`src/rtl/tw_addr_pkg.sv`:
```
package tw_addr_pkg;
  typedef enum logic [1:0] {
    ST_IDLE = 2'd0,
    ST_ADDR = 2'd1,
    ST_ACK  = 2'd2,
    ST_HOLD = 2'd3
  } det_state_e;
endpackage

```
`src/rtl/tw_line_sync.sv`:
```
module tw_line_sync #(
  parameter int SYNC_STAGES = 2
) (
  input  logic clk_i,
  input  logic rst_ni,
  input  logic scl_i,
  input  logic sda_i,
  output logic scl_o,
  output logic sda_o,
  output logic scl_rise_o,
  output logic scl_fall_o,
  output logic start_o,
  output logic stop_o
);
  localparam int LAST = SYNC_STAGES - 1;

  logic [LAST:0] scl_chain, sda_chain;
  logic          scl_d, sda_d;

  generate
    for (genvar g = 0; g < SYNC_STAGES; g++) begin : g_stage
      if (g == 0) begin : g_first
        always_ff @(posedge clk_i or negedge rst_ni) begin
          if (!rst_ni) begin
            scl_chain[0] <= 1'b1;
            sda_chain[0] <= 1'b1;
          end else begin
            scl_chain[0] <= scl_i;
            sda_chain[0] <= sda_i;
          end
        end
      end else begin : g_next
        always_ff @(posedge clk_i or negedge rst_ni) begin
          if (!rst_ni) begin
            scl_chain[g] <= 1'b1;
            sda_chain[g] <= 1'b1;
          end else begin
            scl_chain[g] <= scl_chain[g-1];
            sda_chain[g] <= sda_chain[g-1];
          end
        end
      end
    end
  endgenerate

  always_ff @(posedge clk_i or negedge rst_ni) begin
    if (!rst_ni) begin
      scl_d <= 1'b1;
      sda_d <= 1'b1;
    end else begin
      scl_d <= scl_chain[LAST];
      sda_d <= sda_chain[LAST];
    end
  end

  assign scl_o      = scl_chain[LAST];
  assign sda_o      = sda_chain[LAST];
  assign scl_rise_o = scl_o & ~scl_d;
  assign scl_fall_o = ~scl_o & scl_d;
  // SDA edges only count as framing while SCL stays high
  assign start_o    = scl_o & scl_d & sda_d & ~sda_o;
  assign stop_o     = scl_o & scl_d & ~sda_d & sda_o;
endmodule

```
`src/rtl/tw_addr_regs.sv`:
```
module tw_addr_regs #(
  parameter int  REG_W   = 8,
  parameter logic [REG_W-1:0] RST_A = '0,
  parameter logic [REG_W-1:0] RST_B = REG_W'(1)
) (
  input  logic             clk_i,
  input  logic             rst_ni,
  input  logic             if_en_i,
  input  logic             wr_i,
  input  logic             sel_i,
  input  logic [REG_W-1:0] wdata_i,
  output logic [REG_W-1:0] rdata_o,
  output logic [REG_W-1:0] addr_a_o,
  output logic [REG_W-1:0] addr_b_o
);
  logic [REG_W-1:0] a_q, b_q, dat_q;
  logic             b_open;

  assign b_open = ~if_en_i;

  always_ff @(posedge clk_i or negedge rst_ni) begin
    if (!rst_ni) begin
      a_q   <= RST_A;
      b_q   <= RST_B;
      dat_q <= '0;
    end else if (wr_i) begin
      if (!sel_i)      a_q   <= wdata_i;
      else if (b_open) b_q   <= wdata_i;
      else             dat_q <= wdata_i;
    end
  end

  always_comb begin
    if (!sel_i)      rdata_o = a_q;
    else if (b_open) rdata_o = b_q;
    else             rdata_o = dat_q;
  end

  assign addr_a_o = a_q;
  assign addr_b_o = b_q;
endmodule

```
`src/rtl/tw_addr_cmp.sv`:
```
module tw_addr_cmp #(
  parameter int ADDR_W = 7
) (
  input  logic [ADDR_W:0] byte_i,
  input  logic [ADDR_W:0] addr_a_i,
  input  logic [ADDR_W:0] addr_b_i,
  output logic            hit_o,
  output logic            id_o
);
  localparam int SLOTS = 2;

  logic [SLOTS-1:0][ADDR_W:0] regs;
  logic [SLOTS-1:0]           slot_en, slot_hit;

  assign regs[0] = addr_a_i;
  assign regs[1] = addr_b_i;

  // mode {a[0], b[0]}: first live when a[0]=0, second live when b[0]=0
  assign slot_en[0] = ~addr_a_i[0];
  assign slot_en[1] = ~addr_b_i[0];

  generate
    for (genvar s = 0; s < SLOTS; s++) begin : g_slot
      assign slot_hit[s] = slot_en[s] & (byte_i[ADDR_W:1] == regs[s][ADDR_W:1]);
    end
  endgenerate

  assign hit_o = |slot_hit;
  assign id_o  = ~slot_hit[0];
endmodule

```
`src/rtl/tw_slave_addr_det.sv`:
```
module tw_slave_addr_det
  import tw_addr_pkg::*;
#(
  parameter int ADDR_W      = 7,
  parameter int SYNC_STAGES = 2
) (
  input  logic              clk_i,
  input  logic              rst_ni,
  input  logic              scl_i,
  input  logic              sda_i,
  output logic              sda_oe_o,
  input  logic              if_en_i,
  input  logic              reg_wr_i,
  input  logic              reg_sel_i,
  input  logic [ADDR_W:0]   reg_wdata_i,
  output logic [ADDR_W:0]   reg_rdata_o,
  output logic              match_o,
  output logic              match_id_o,
  output logic              rw_o
);
  localparam int REG_W = ADDR_W + 1;
  localparam int CNT_W = $clog2(REG_W);
  localparam logic [CNT_W-1:0] LAST_BIT = CNT_W'(ADDR_W);

  logic             scl_s, sda_s, scl_rise, scl_fall, start_det, stop_det;
  logic [ADDR_W:0]  addr_a, addr_b, nxt_byte;
  logic             hit, hit_id;

  det_state_e       state_q;
  logic [CNT_W-1:0] cnt_q;
  logic [ADDR_W-1:0] sh_q;
  logic             oe_q, match_q, id_q, rw_q;

  tw_line_sync #(.SYNC_STAGES(SYNC_STAGES)) u_sync (
    .clk_i      (clk_i),
    .rst_ni     (rst_ni),
    .scl_i      (scl_i),
    .sda_i      (sda_i),
    .scl_o      (scl_s),
    .sda_o      (sda_s),
    .scl_rise_o (scl_rise),
    .scl_fall_o (scl_fall),
    .start_o    (start_det),
    .stop_o     (stop_det)
  );

  tw_addr_regs #(.REG_W(REG_W), .RST_A('0), .RST_B(REG_W'(1))) u_regs (
    .clk_i    (clk_i),
    .rst_ni   (rst_ni),
    .if_en_i  (if_en_i),
    .wr_i     (reg_wr_i),
    .sel_i    (reg_sel_i),
    .wdata_i  (reg_wdata_i),
    .rdata_o  (reg_rdata_o),
    .addr_a_o (addr_a),
    .addr_b_o (addr_b)
  );

  assign nxt_byte = {sh_q, sda_s};

  tw_addr_cmp #(.ADDR_W(ADDR_W)) u_cmp (
    .byte_i   (nxt_byte),
    .addr_a_i (addr_a),
    .addr_b_i (addr_b),
    .hit_o    (hit),
    .id_o     (hit_id)
  );

  always_ff @(posedge clk_i or negedge rst_ni) begin
    if (!rst_ni) begin
      state_q <= ST_IDLE;
      cnt_q   <= '0;
      sh_q    <= '0;
      oe_q    <= 1'b0;
      match_q <= 1'b0;
      id_q    <= 1'b0;
      rw_q    <= 1'b0;
    end else begin
      match_q <= 1'b0;
      if (stop_det) begin
        state_q <= ST_IDLE;
        oe_q    <= 1'b0;
      end else if (start_det) begin
        state_q <= ST_ADDR;
        cnt_q   <= '0;
        oe_q    <= 1'b0;
      end else begin
        unique case (state_q)
          ST_ADDR: if (scl_rise) begin
            sh_q  <= nxt_byte[ADDR_W-1:0];
            cnt_q <= cnt_q + 1'b1;
            if (cnt_q == LAST_BIT) begin
              if (hit) begin
                match_q <= 1'b1;
                id_q    <= hit_id;
                rw_q    <= nxt_byte[0];
                state_q <= ST_ACK;
              end else begin
                state_q <= ST_HOLD;
              end
            end
          end
          // first fall ends bit 8: drive; second fall ends bit 9: release
          ST_ACK: if (scl_fall) begin
            if (!oe_q) oe_q <= 1'b1;
            else begin
              oe_q    <= 1'b0;
              state_q <= ST_HOLD;
            end
          end
          default: ;
        endcase
      end
    end
  end

  assign sda_oe_o   = oe_q;
  assign match_o    = match_q;
  assign match_id_o = id_q;
  assign rw_o       = rw_q;
endmodule

```
`config.mk`:
```
export PLATFORM = sky130hd
export DESIGN_NAME = tw_slave_addr_det
export DESIGN_NICKNAME = d
export VERILOG_FILES = /design/src/rtl/tw_addr_pkg.sv /design/src/rtl/tw_line_sync.sv /design/src/rtl/tw_addr_regs.sv /design/src/rtl/tw_addr_cmp.sv /design/src/rtl/tw_slave_addr_det.sv
export SDC_FILE = /design/constraint.sdc
export NUM_CORES = 1
export LEC_CHECK = 0
export ABC_CLOCK_PERIOD_IN_PS = 3600
export BUFFER_PORTS_ARGS = -buffer_cell sky130_fd_sc_hd__buf_4
export CORE_UTILIZATION = 55
export DETAILED_ROUTE_END_ITERATION = 10
export PLACE_DENSITY_LB_ADDON = 0.1
export SLEW_MARGIN = 5
export SYNTH_ARGS = -nofsm -noshare
export SYNTH_HDL_FRONTEND = slang
export SYNTH_SLANG_ARGS = --single-unit
```
`constraint.sdc`:
```
create_clock -name clk_i -period 3.6 [get_ports clk_i]
set_input_delay 0.18 -clock clk_i [delete_from_list [all_inputs] [get_ports clk_i]]
set_output_delay 0.18 -clock clk_i [all_outputs]
set_load 0.02 [all_outputs]
```
; ---- After elaboration in Yosys (flattened, before gate mapping)
; Index checks and enable logic that the tools add are counted.
[word_totals]
input_bits = 15
out_inout_bits = 12
regBits = 46
word_cells = 84
[op_classes]
n_eq_ne = 9
add_sub_neg = 1
n_mux = 24
reduce_logical = 14
bitwise = 20
[ops]
columns = cell, n
row1 = 8-bit 2-to-1 mux, 2
row2 = "4-bit inequality test, second input constant", 4
row3 = 7-bit equality test, 2
row4 = 1-bit 2-to-1 mux, 12
row5 = 2-bit 2-to-1 mux, 6
row6 = 1-bit NOT, 11
row7 = 1-bit bitwise AND, 9
row8 = 3-bit 2-to-1 mux, 3
row9 = 3-bit AND reduction, 3
row10 = 6-bit AND reduction, 1
row11 = 3-bit nonzero test, 2
row12 = 5-bit AND reduction, 1
row13 = 2-bit one-hot mux with 2 select lines, 1
row14 = 2-bit AND reduction, 2
row15 = 4-bit AND reduction, 1
row16 = 2-bit nonzero test, 2
row17 = 4-bit nonzero test, 1
row18 = "3-bit by 1-bit adder with 3-bit output, second input constant", 1
row19 = "3-bit equality test, second input constant", 1
row20 = "2-bit by 1-bit equality test with 1-bit output, second input constant", 1
row21 = "2-bit equality test, second input constant", 1
row22 = 2-bit OR reduction, 1

; ---- Longest topological paths before layout
[depth]
ltp_word = 9
depth_mapped = 7
depth_no_buf = 7

; ---- Hierarchy
; Synthesis repeated with hierarchy kept, for this count alone.
[unflattened]
hier_cells = 171
area_unflattened_um2 = 2237.1
[by_module_without_submodules]
columns = mod, area_each_um2, cells_per_inst, seq_area_each_um2, instances
row1 = tw_addr_regs, 1112.3, 79, 601.8, 1
row2 = tw_slave_addr_det, 777.0, 62, 400.4, 1
row3 = tw_line_sync, 190.2, 10, 157.7, 1
row4 = tw_addr_cmp, 157.7, 20, 0.0, 1

; ---- Least setup slack after synthesis
; No wires, ideal clock.
[synth_timing]
path_kind = register to register
startpoint = register sh_q[5]
endpoint = register rw_q (netlist: rw_o)
path_buffers = 0
arrival_ps = 1391
t_required_ps = 3472
path_stages_with_launch = 6
slack_ps = 2081
setup_ps = 128
synth_period_minus_slack_ps = 1519
cell_sequence = dfrtp_1 xor2_1 nor4_1 nand2_1 a21oi_2 mux2_1
[synth_via]
elab_chain_len = 4
word_cells_on_any_way = 6
classes_between = eq/ne: 2 / bitwise: 2 / reduce/logical: 2
[synth_rtl]
columns = item, line_no
row1 = from (decl), tw_slave_addr_det.sv:31  ; logic [ADDR_W-1:0] sh_q;
row2 = from (signal assigned), tw_slave_addr_det.sv:90  ; sh_q <= nxt_byte[ADDR_W-1:0];
row3 = 7-bit equality test, tw_addr_cmp.sv:24  ; assign slot_hit[s] = slot_en[s] & (byte_i[ADDR_W:1] == regs[s][ADDR_W:1]);
row4 = 1-bit bitwise AND, tw_addr_cmp.sv:24
row5 = 2-bit OR reduction (*), tw_addr_cmp.sv:28  ; assign hit_o = |slot_hit;
row6 = 6-bit AND reduction (no source line) (*), -
row7 = to (signal assigned), tw_slave_addr_det.sv:96  ; rw_q <= nxt_byte[0];
row8 = to (decl), tw_slave_addr_det.sv:32  ; logic oe_q, match_q, id_q, rw_q;
; Mark *: on every way between the ends. The rest lies on a longest branch, timed or not.
; A chain may end at the register's enable or synchronous reset.

; ---- Worst setup path after layout
[layout_timing]
startpoint = register sh_q[4]
endpoint = register rw_q (netlist: rw_o)
; Same word-level chain as after synthesis.

==> summary.md <==
| Metric | Value |
|---|---|
| CTS H-tree depth | 2 |
| Outcome | complete, no violations |
| # Post-CTS Setup Buffers | 0 |
| Number of distinct library cells after synthesis | 26 |
| Clock root cell | clkbuf_8 |
| Syn Nets | 192 |
| Die area | 4115 um2 |
| Worst hold margin | 0.1297 ns |
| Arrival time worst endpoint | 1.94 ns |
| Post-synth top area cell | dfrtp_1 |
| CP max stage cell | dfrtp_1 |
| Setup TNS | 0 ns |
| Largest net degree at the start of global routing | 47 |
| Slowest cell delay on critical path | 0.43 ns |
| CP max FO | 4 |
| Synth area leaders | dfrtp_1, mux2_2, dfstp_2 |
| CTS Buf Count | 5 |
| Die Ht | 64.15 um |
| Critical Path Start | sh_q[4] |
| Clk_lat worst skew | 0.29 ns |
| Sink Count | 46 |
| CTS-repair resized insts | 0 |
| Final setup fails | 0 |
| Cts hold-fix bufs | 3 |
| Worst min path class | in -> reg |
| Max Fclk | 568.3 MHz |
| Pins over their slew limit | 0 |
| FP Rows | 22 |
| I/O Buffers | 26 |
| Mapped Cells | 173 |
| Drt pass-1 iters | 4 |
| Commonest non-fill, non-tap cell in the layout | dfrtp_1 |
| Post-route clock period utilization | 48.88% |
| Final Skew | 0.007660 ns |
| Share of layout cells above drive strength 1 | 34.63% |
| DP Worst Slack | 1.898 ns |
| Post-route ant nets | 0 |
| Vias in the first global route | 1,415 |
| WL final | 3.959 mm |
| Critical path endpoint category | register |
| Number of synthesized register bits | 46 |
| Most frequent cells in the layout | dfrtp_1, mux2_2, buf_4 |
| Syn Area/Cell | 12.28 um2 |
| Placed cell count | 242 |
| FF+latch area | 1160 um2 |
| N_diodes | 0 |
| Chip width | 64.15 um |
| First-pass GRT wire length | 6.686 mm |
| Core Box Area | 3689 um2 |
| TritonCTS clock tree | done |
| Area fraction of the dominant cell type after synthesis | 45.94% |
| Footprint of the multi-input gates | 923.4 um2 |
| Cells along the critical path | xor2_1 > nor4_1 > nand2_1 > a21oi_2 > mux2_1 |
| Max IR drop VDD | 0.0002980 V |
| RSZ-0062 raised after global routing | no |
| Clock Path Buffers | 2 |
| Worst EP required | 3.78 ns |
| Post-synthesis sequential area ratio | 54.59% |
| Max-cap violations | 0 |
| Lkg Pwr | 1.155 nW |
| DRC | 0 |
| Vias/cell | 5.526 |
| Worst Path Buf+Inv | 0 |
| Post-DP HPWL | 2.837 mm |
| WL/cell | 15.65 um |
| CP startpoint kind | register |
| Yosys Warn Count | 0 |
| Layout Nets | 223 |
| Worst R2R Start | sh_q[4] |
| Total vias in the final route | 1,398 |
| Fin. Hold Viols | 0 |
| Initial antenna violation count | 0 |
| Hold path startpoint | reg_wdata_i[4] |
| Finished Layout Cells | 253 |
| Pwr/cell area | 587.9 nW/um2 |
| Layout fillers | 282 |
| 1st-iter DRT viols | 48 |
| Grt ovf | 0 |
| Clk pin slew, worst setup/hold paths | 0.08 ns |
| Area Growth Syn to Fin | 16.61% |
| Num ports | 27 |
| Gpl congestion | 0.9297 |
| GRT Total Usage | 22.19% |
| PnR worst setup slack | 1.840 ns |
| Synthesized cell area | 2125 um2 |
| Actual slew at the worst max-slew pin | 0.8818 ns |
| Slew headroom | 41.09% |
| Initial Util | 57.60% |
| Min cycle time layout | 1.760 ns |
| Setup CP Type | reg -> reg |
| CP top delay family | simple AND/OR/NAND/NOR gates |
## layout make-up
class                   count  area share [%]
flip-flops and latches     46           46.82
multi-input cells         117           37.27
repair buffers             29           9.091
clock buffers               8           3.636
well taps                  48           2.424
inverters                   5          0.7576
## worst paths after layout
check	endpoint	slack (ns)	cells after the start
worst max-delay path	rw_o	1.84	5
worst min-delay path	u_regs.dat_q[4]	0.13	2
worst max register to register	rw_o	1.84	5
worst min register to register	u_sync.scl_o	0.36	0
max in group asynchronous	u_regs.addr_b_o[0]	2.79	2
min in group asynchronous	u_regs.addr_a_o[2]	0.40	2
## Yosys cell counts (all sizes together)
cell type	instances
nor2b	1
a221oi	1
inv	5
nand3b	4
nand2	9
xnor2	1
nand3	5
a21oi	11
dfstp	7
clkbuf	1
o22a	1
dfrtp	39
mux2	32
nor4	4
o311a	1
a211o	1
mux2i	8
nand4b	1
nor2	14
xor2	14
buf	4
ha	4
o21ai	5
## per-layer routing
layer | GRT usage (%) | part of all wire, %
met1 | 29.95 | 46
met2 | 35.37 | 49
met3 | 5.714 | 3.6
met4 | 6.667 | 1.3
met5 | 0 | 0
## stage by stage
stage / utilization [%] / cell area [um2] / power (mW)
2_1_floorplan: - / 2125 / 1.016
3_3_place_gp: 63.91 / 2357 / 1.117
3_5_place_dp: 63.91 / 2357 / 1.154
4_1_cts: 67.16 / 2477 / 1.473
5_1_grt: 67.16 / 2477 / 1.551
6_report: 67.16 / 2477 / 1.456
## logic make-up after synthesis
| group | Yosys count | synth area share [%] |
|---|---|---|
| simple gates | 38 | 8.539 |
| compound gates | 20 | 5.654 |
| xor+xnor | 15 | 6.184 |
| buf+inv | 10 | 1.943 |
| fa+ha+maj | 4 | 2.356 |
| flops | 46 | 54.59 |
| mux | 40 | 20.73 |
## power breakdown
group,internal (mW),leakage (nW),switching (mW),total (mW)
Clock,0.157,0.0455,0.157,0.314
Combinational,0.209,0.558,0.191,0.400
Sequential,0.634,0.551,0.108,0.743
Total,1.00,1.15,0.457,1.46
## flip-flops by register name (all words and copies together) (netlist names), 2 cells and up
signal,cells
sh_q,7
u_regs.addr_b_o,8
state_q,2
u_regs.addr_a_o,8
cnt_q,3
u_regs.dat_q,8
## worst register-to-register path: cells and delay by family, from the launching register on
family | cells | cell delay [ns]
mux | 1 | 0.33
flops | 1 | 0.43
simple gates | 2 | 0.51
xor+xnor | 1 | 0.19
compound gates | 1 | 0.19
No activity file was read; power rests on OpenSTA's default activity.
